--- config.mk ---
export PLATFORM = sky130hd
export DESIGN_NAME = dma_bus_arbiter
export DESIGN_NICKNAME = d
export VERILOG_FILES = /design/src/rtl/dma_arb_pkg.sv /design/src/rtl/arb_ctrl_reg.sv /design/src/rtl/arb_pick.sv /design/src/rtl/arb_grant_ctl.sv /design/src/rtl/dma_bus_arbiter.sv
export SDC_FILE = /design/constraint.sdc
export NUM_CORES = 1
export LEC_CHECK = 0
export BUFFER_PORTS_ARGS = -buffer_cell sky130_fd_sc_hd__clkbuf_2
export CAP_MARGIN = 10
export CORE_AREA = 5 5 42 44
export CTS_CLUSTER_DIAMETER = 50
export CTS_CLUSTER_SIZE = 30
export DETAILED_ROUTE_END_ITERATION = 8
export DIE_AREA = 0 0 47 49
export SYNTH_ARGS = -nofsm -noshare
export SYNTH_HDL_FRONTEND = slang
export SYNTH_SLANG_ARGS = --single-unit
--- constraint.sdc ---
create_clock -name clk -period 1.57 [get_ports clk]
set_clock_uncertainty 0.2 [all_clocks]
set_input_delay 0.157 -clock clk [delete_from_list [all_inputs] [get_ports clk]]
set_output_delay 0.157 -clock clk [all_outputs]
set_load 0.005 [all_outputs]
--- src/rtl/dma_arb_pkg.sv ---
package dma_arb_pkg;
  localparam int NUM_CH = 2;
  typedef enum logic {CH0 = 1'b0, CH1 = 1'b1} ch_id_t;
endpackage

--- src/rtl/arb_ctrl_reg.sv ---
module arb_ctrl_reg #(
  parameter int CTRL_W   = 32,
  parameter int MODE_BIT = 14
) (
  input  logic              clk,
  input  logic              rst_n,
  input  logic              wr_en,
  input  logic              wr_sel,
  input  logic [CTRL_W-1:0] wr_data,
  output logic              mode_fixed
);
  localparam int SEL_CH0 = 0;

  logic unused_bits;
  assign unused_bits = ^wr_data;

  always_ff @(posedge clk or negedge rst_n) begin
    if (!rst_n)
      mode_fixed <= 1'b0;
    else if (wr_en && (wr_sel == SEL_CH0[0]))
      mode_fixed <= wr_data[MODE_BIT];
  end

  AST_MODE_KEEP: assert property (@(posedge clk) disable iff (!rst_n)
    (!wr_en || wr_sel) |=> $stable(mode_fixed));
endmodule

--- src/rtl/arb_pick.sv ---
module arb_pick
  import dma_arb_pkg::*;
(
  input  logic [NUM_CH-1:0] req,
  input  logic              mode_fixed,
  input  ch_id_t            last,
  output ch_id_t            pick
);
  always_comb begin
    if (req[0] && !req[1])
      pick = CH0;
    else if (req[1] && !req[0])
      pick = CH1;
    else if (mode_fixed)
      pick = CH0;
    else
      pick = (last == CH0) ? CH1 : CH0;
  end
endmodule

--- src/rtl/arb_grant_ctl.sv ---
module arb_grant_ctl
  import dma_arb_pkg::*;
(
  input  logic              clk,
  input  logic              rst_n,
  input  logic [NUM_CH-1:0] req,
  input  logic [NUM_CH-1:0] done,
  input  ch_id_t            pick,
  input  logic              mode_fixed,
  output logic [NUM_CH-1:0] grant,
  output ch_id_t            last
);
  logic [NUM_CH-1:0] pick_oh;
  logic              idle;
  logic              finish;

  for (genvar i = 0; i < NUM_CH; i++) begin : g_dec
    assign pick_oh[i] = (int'(pick) == i);
  end

  assign idle   = (grant == '0);
  assign finish = |(done & grant);

  always_ff @(posedge clk or negedge rst_n) begin
    if (!rst_n) begin
      grant <= '0;
      last  <= CH1;
    end else if (idle) begin
      if (|req) grant <= pick_oh;
    end else if (finish) begin
      grant <= '0;
      last  <= grant[1] ? CH1 : CH0;
    end
  end

  AST_GRANT_ONEHOT: assert property (@(posedge clk) disable iff (!rst_n)
    $onehot0(grant));
  AST_GRANT_FROM_REQ: assert property (@(posedge clk) disable iff (!rst_n)
    (idle && req == 2'b00) |=> grant == 2'b00);
  AST_FIXED_WIN: assert property (@(posedge clk) disable iff (!rst_n)
    (idle && req == 2'b11 && mode_fixed) |=> grant == 2'b01);
  AST_ROT_WIN: assert property (@(posedge clk) disable iff (!rst_n)
    (idle && req == 2'b11 && !mode_fixed) |=>
      grant == (($past(last) == CH1) ? 2'b01 : 2'b10));
  AST_GRANT_HOLD: assert property (@(posedge clk) disable iff (!rst_n)
    (!idle && !finish) |=> (grant == $past(grant)) && (last == $past(last)));
  AST_LAST_UPDATE: assert property (@(posedge clk) disable iff (!rst_n)
    (!idle && finish) |=> (grant == 2'b00) && (last == ($past(grant[1]) ? CH1 : CH0)));
  AST_SINGLE_REQ: assert property (@(posedge clk) disable iff (!rst_n)
    (idle && $countones(req) == 1) |=> grant == $past(req));
endmodule

--- src/rtl/dma_bus_arbiter.sv ---
module dma_bus_arbiter
  import dma_arb_pkg::*;
#(
  parameter int CTRL_W   = 32,
  parameter int MODE_BIT = 14
) (
  input  logic              clk,
  input  logic              rst_n,
  input  logic [1:0]        req,
  input  logic [1:0]        done,
  input  logic              cfg_wr_en,
  input  logic              cfg_wr_sel,
  input  logic [CTRL_W-1:0] cfg_wr_data,
  output logic [1:0]        grant,
  output logic              last_ch
);
  logic   mode_fixed;
  ch_id_t pick;
  ch_id_t last;

  arb_ctrl_reg #(.CTRL_W(CTRL_W), .MODE_BIT(MODE_BIT)) u_ctrl (
    .clk(clk), .rst_n(rst_n), .wr_en(cfg_wr_en), .wr_sel(cfg_wr_sel),
    .wr_data(cfg_wr_data), .mode_fixed(mode_fixed)
  );

  arb_pick u_pick (
    .req(req), .mode_fixed(mode_fixed), .last(last), .pick(pick)
  );

  arb_grant_ctl u_grant (
    .clk(clk), .rst_n(rst_n), .req(req), .done(done), .pick(pick),
    .mode_fixed(mode_fixed), .grant(grant), .last(last)
  );

  assign last_ch = (last == CH1);

  AST_NO_PREEMPT: assert property (@(posedge clk) disable iff (!rst_n)
    (grant != 2'b00 && (done & grant) == 2'b00 && cfg_wr_en) |=> $stable(grant));
endmodule

==> impl_results.md, run 1 <==
* Initial antenna violation count at 0
* PortBufs at 11
* Synth top area share at 38.0%
* Crit path launch type: flip-flop
* HP Class: in2reg
* Area of the multi-input gates at 92.6 sq um
* Clk root buf: clkbuf_4
* CP top delay family: flip-flops
* Slew headroom at 88.8%
* FMAX at 810 MHz
* Final period utilization at 78.7%
* R2r worst-path depth at 2
* Final Instance Area at 339 sq um
* TritonCTS Buffers at 3
* Longest Clk Path Bufs at 2
* Post-synth net total at 59
* Initial Util at 14.1%
* Top Ports at 43
* Worst EP required at 1.21 ns
* Tightest Pin Transition at 0.167 ns
* Worst hold path cell count at 4
* First-pass GRT wire length at 828 microns
* RSZ-0062 raised after global routing: false
* Yosys top cell by area: dfrtp_1
* Yosys warning total at 0
* Arr. time, crit path at 0.88 ns
* Worst Setup SP: u_grant.last$_DFFE_PN1P_
* Area post-placement at 273 sq um
* Synth Register Bits at 4
* R2r startpoint: u_grant.last$_DFFE_PN1P_
* Vias in the first global route at 228
* CTS H-tree lvls at 1
* # setup viols final at 0
* Buf+Inv Stages, Crit Path at 1
* FF-to-FF setup slack at 0.40 ns
* Worst Path Class, Setup: reg2out
* Mapped Area at 198 sq um
* N_diodes at 0
* Crit path max fanout at 4
* Mapped Cells at 19
* Final Wtd Congestion at 0.736
* Commonest non-fill, non-tap cell in the layout: clkbuf_2
* Filler Cell Count at 154
* Cell variety after synth at 12
* Synthesis-to-finish area growth at 71.5%
* Ranking of synthesized cells by area: dfrtp_1 (38%), dfstp_2 (13%), mux2_4 (7.6%)
* Post-layout min period at 1.23 ns
* Sum Neg Setup Slack at 0 ns
* Worst Setup End Kind: output pin
* Most frequent cells in the layout: clkbuf_2 (11), dlygate4sd3_1 (4), nand2_1 (3), clkbuf_4 (3), dfrtp_1 (3)
* CP Cell Sequence: clkbuf_2
* Final Slew Violations at 0
* Final net count at 79
* Gr usage total at 5.08%
* End of the worst hold path: u_grant.last$_DFFE_PN1P_
* Chip Height at 49 microns
* Outcome: finished, final reports clean
* Max VDD drop at 373 uV
* WL/cell at 8.74 microns
* Worst skew pair latency at 0.24 ns
* Static leakage at 0.165 nW
* Vias per Instance at 3.94
* Chip Width at 47 microns
* Endpoints failing hold at 0
* Reg-to-Reg End: u_grant.grant[1]$_DFFE_PN0P_
* Storage cell area at 101 sq um
* CTS sink count at 4
* Post-route ant nets at 0
* Syn avg cell area at 10.4 sq um
* GRT overflow at 0
* Max Cap Viol at 0
* Vias at 213
* Max incr delay on CP at 0.54 ns
* CP max-delay cell: dfstp_2
* Core ar. at 1400 sq um
* Largest net degree at the start of global routing at 6
* Row count at 14
* Drt total wl at 472 microns
* # DRC at 0
* Power per standard cell area at 1440 nW/um^2
* DRT iter0 DRCs at 8
* CTS tree: done
* Share of cells above drive strength 1 at 44.7%
* DR pass1 iterations at 4
* Die area at 2300 sq um
* Min-delay src: done[0]
* Reg clk slew, reported paths at 0.04 ns
* Post-synthesis sequential area ratio at 51.3%
report_power, final:
| group | leakage (nW) | total, mW | internal, mW | switching [mW] |
|---|---|---|---|---|
| sequential | 0.0477 | 0.200 | 0.156 | 0.0442 |
| combinational | 0.103 | 0.148 | 0.0835 | 0.0643 |
| clock | 0.0150 | 0.140 | 0.0955 | 0.0443 |
state kept, by name, summed over array words and instances (netlist names):
| register | count |
|---|---|
| u_grant.grant | 2 |
| u_ctrl.mode_fixed | 1 |
| u_grant.last | 1 |
logic make-up after synthesis:
logic type	share of synthesized area, %
buf+inv	1.90
compound gates	19.6
mux	7.59
simple gates	19.6
flops	51.3
cell type report:
| cell class | instances | area share [%] |
|---|---|---|
| sequential | 4 | 29.9 |
| timing repair buffer | 15 | 28.0 |
| multi-input combinational | 14 | 27.3 |
| clock buffer | 4 | 7.75 |
| tap | 16 | 5.90 |
| inverter | 1 | 1.11 |
routing by layer:
metal  GRT usage [%]  part of all wire [%]  routed length [microns]
met5               0                     0                        0
met2            6.79                    40                      188
met4            2.76                     0                        0
met1            5.99                    42                      196
met3            3.32                    18                       87
how the worst max path moves through the flow:
stage / cells after the start / slack (ns) / to
after floorplan: 2 / 0.42 / u_grant.grant[1]$_DFFE_PN0P_
after global placement: 2 / 0.40 / u_grant.grant[1]$_DFFE_PN0P_
after detailed placement: 2 / 0.39 / u_grant.grant[1]$_DFFE_PN0P_
after CTS: 1 / 0.32 / last_ch
after global routing: 1 / 0.29 / last_ch
final: 1 / 0.34 / last_ch
synth_stat cells (all sizes together):
| master | n |
|---|---|
| mux2 | 1 |
| inv | 1 |
| nor2 | 2 |
| o21ai | 2 |
| nor2b | 1 |
| a21oi | 2 |
| nand2 | 3 |
| a32o | 1 |
| dfstp | 1 |
| nand2b | 1 |
| dfrtp | 3 |
| a31o | 1 |
through the flow:
step	worst slack [ns]	std cells	hold slack [ns]	total power, mW	util [%]
3_3_place_gp	0.395	46	-0.236	0.341	19.5
3_5_place_dp	0.392	46	-0.231	0.343	19.5
2_1_floorplan	0.418	19	-0.339	0.273	-
6_report	0.335	54	0.0180	0.487	24.2
4_1_cts	0.322	54	0.0189	0.499	24.2
5_1_grt	0.290	54	0.0680	0.544	24.2
repair_timing:
item	4_1_cts	5_1_grt
setup buffers	0	0
hold endpoints to repair	7	0
hold buffers	4	0
resized for setup	0	0
No activity file was read; power rests on OpenSTA's default activity.
==> run 2: changes to the inputs <==
==> constraint.sdc (replaced) <==
create_clock -name clk -period 1.2 [get_ports clk]
set_clock_uncertainty 0.2 [all_clocks]
set_input_delay 0.12 -clock clk [delete_from_list [all_inputs] [get_ports clk]]
set_output_delay 0.12 -clock clk [all_outputs]
set_load 0.005 [all_outputs]
==> run 2 against run 1 <==
First-iteration DRC count shrank 63%. Clock power grew 31%. Combinational power increased by 51%. Via count is 3.8% lower. Clock-buffer cell count stayed put. Register-to-register slack lost 0.38 ns. Total power up 40%. Critical path depth is the same. Final cell count stayed put. Largest cell class is now buffers. Largest power group unchanged.
==> impl_results.md, run 2 (synthesized netlist as in run 1, its figures left out) <==
* Outcome: finished, final reports clean
* Vias in the first global route at 237 (+3.9%)
* Post-layout min period at 1.19 ns
* Reg clk slew, reported paths at 0.04 ns (about the same)
* Slew headroom at 86.6% (-2.2 points)
* Final core utilization at 25.8% (+1.6 points)
* First-pass GRT wire length at 855 microns (+3.3%)
* Final period utilization at 99.3%
* # setup viols final at 0 (unchanged)
* Gr usage total at 5.23% (+0.14 points)
* Switching Share at 31.6% (+0.27 points)
* Initial Util at 14.1% (unchanged)
* FMAX at 839 MHz
* Initial antenna violation count at 0 (unchanged)
* Post-route ant nets at 0 (unchanged)
* Endpoints failing hold at 0 (unchanged)
* CP Cell Sequence: buf_6
* PortBufs at 11 (unchanged)
* Worst skew pair latency at 0.24 ns (about the same)
* CTS sink count at 4 (unchanged)
* Crit path max fanout at 4 (unchanged)
* Regs by FF count: u_grant.grant: 2 flops, u_ctrl.mode_fixed: 1 flops, u_grant.last: 1 flops
* Share of cells above drive strength 1 at 47.4% (+2.6 points)
* Total power at 682 uW (+40%)
* Crit path launch type: flip-flop
* CTS tree: done
* TritonCTS Buffers at 3 (unchanged)
* Chip Width at 47 microns (unchanged)
* Chip Height at 49 microns (unchanged)
* Internal at 467 uW (+39%)
* DR pass1 iterations at 4 (unchanged)
* Largest net degree at the start of global routing at 6 (unchanged)
* Final Wtd Congestion at 0.736 (unchanged)
* Power per standard cell area at 1890 nW/um^2 (+31%)
* Most frequent cells in the layout: clkbuf_2 (9), dlygate4sd3_1 (5), nand2_1 (3), clkbuf_4 (3), dfrtp_1 (3)
* Combinational power share at 32.7% (+2.4 points)
* Worst EP required at 0.88 ns (-0.33 ns)
* Synthesis-to-finish area growth at 82.9%
* Vias at 205 (-3.8%)
* Longest Clk Path Bufs at 2 (unchanged)
* # DRC at 0 (unchanged)
* WL/cell at 9.06 microns (+3.6%)
* RSZ-0062 raised after global routing: true
* Final Slew Violations at 0 (unchanged)
* Max FFs per register at 2 (unchanged)
* Sequential group share of total power at 40.5% (-0.5 points)
* Max incr delay on CP at 0.55 ns (about the same)
* CP top delay family: flip-flops
* Drt total wl at 489 microns (+3.6%)
* Core ar. at 1400 sq um (unchanged)
* Arr. time, crit path at 0.87 ns (about the same)
* Row count at 14 (unchanged)
* Switching pwr at 216 uW (+41%)
* GRT overflow at 0 (unchanged)
* Commonest non-fill, non-tap cell in the layout: clkbuf_2
* Post-CTS setup buffers at 0 (unchanged)
* Max Cap Viol at 0 (unchanged)
* N_diodes at 0 (unchanged)
* Top reg by flops: u_grant.grant
* Static leakage at 0.173 nW (+4.4%)
* CTS H-tree lvls at 1 (unchanged)
* Buf+Inv Stages, Crit Path at 1 (unchanged)
* Filler Cell Count at 150 (-2.6%)
* Max VDD drop at 524 uV (+40%)
* Die area at 2300 sq um (unchanged)
* HP Class: in2async
* CP max-delay cell: dfstp_2
* Final net count at 79 (unchanged)
* Clk root buf: clkbuf_4
* Tightest Pin Transition at 0.201 ns (+0.0347 ns)
* Worst Setup End Kind: output pin
* DRT iter0 DRCs at 3 (-5)
* Worst Path Class, Setup: reg2out
* Vias per Instance at 3.80 (-3.8%)
* Top Ports at 43 (unchanged)
* Clock group share of total power at 26.8% (-1.9 points)
run 2: cell types whose count changed in the layout (fill, tap and decap cells not counted):
cell and delta:
nand2b_4 +1, buf_6 +1, a21oi_1 -1, dlygate4sd3_1 +1, clkbuf_2 -2, a21oi_2 +1
nand2b_1 -1
run 2: metrics by stage:
| step | hold slack, ns | setup TNS [ns] | std cells | worst slack [ns] | cell area, sq um |
|---|---|---|---|---|---|
| final | 0.0223 | 0 | 54 | 0.00871 | 362 |
| after global routing | 0.0310 | -0.0504 | 54 | -0.0289 | 362 |
| after CTS | 0.0196 | -0.0110 | 55 | -0.0110 | 349 |
| after detailed placement | -0.268 | 0 | 46 | 0.0219 | 273 |
| after global placement | -0.273 | 0 | 46 | 0.0255 | 273 |
| after floorplan | -0.376 | 0 | 19 | 0.0480 | 198 |
run 2: worst paths after layout:
check / from / to / slack (ns) / cells after the start
setup / recovery: u_grant.last$_DFFE_PN1P_ / last_ch / 0.009 / 1
hold / removal: rst_n / u_grant.grant[1]$_DFFE_PN0P_ / 0.02 / 2
setup reg to reg: u_grant.last$_DFFE_PN1P_ / u_grant.grant[1]$_DFFE_PN0P_ / 0.02 / 2
hold reg to reg: u_grant.last$_DFFE_PN1P_ / u_grant.last$_DFFE_PN1P_ / 0.32 / 2
max in group asynchronous: rst_n / u_grant.last$_DFFE_PN1P_ / 0.56 / 2
min in group clk: cfg_wr_sel / u_ctrl.mode_fixed$_DFFE_PN0P_ / 0.04 / 3
run 2: final cells by class:
class	count	area, sq um	share of cell area [%]
sequential	4	101	28.0
inverter	1	3.75	1.04
tap	16	20.0	5.54
timing repair buffer	15	106	29.4
clock buffer	4	26.3	7.27
multi-input combinational	14	104	28.7
run 2: worst register-to-register path, cell delays in order (launching register included):
cell	delay (ns)
dfstp_2	0.55
o21ai_0	0.08
a32o_1	0.25
run 2: metal layers:
| metal | track usage, % | vias up | share of wire [%] |
|---|---|---|---|
| met5 | 0 | - | 0 |
| li1 | - | 105 | - |
| met3 | 3.32 | 0 | 15 |
| met1 | 5.99 | 89 | 43 |
| met2 | 7.24 | 11 | 42 |
| met4 | 2.76 | 0 | 0 |
run 2: power groups by stage:
stage	clock network [mW]	registers, mW	logic, mW
after floorplan	0	0.261	0.0968
after global placement	0	0.263	0.183
after detailed placement	0	0.263	0.187
after CTS	0.195	0.261	0.200
after global routing	0.200	0.295	0.262
final	0.183	0.276	0.223
run 2: timing repair:
| action | in CTS | in global routing |
|---|---|---|
| gates cloned | 0 | 0 |
| resized for setup | 0 | 3 |
| endpoints found under the hold margin | 8 | 0 |
| hold buffers | 5 | 0 |
| endpoints found under the setup margin | 1 | 3 |
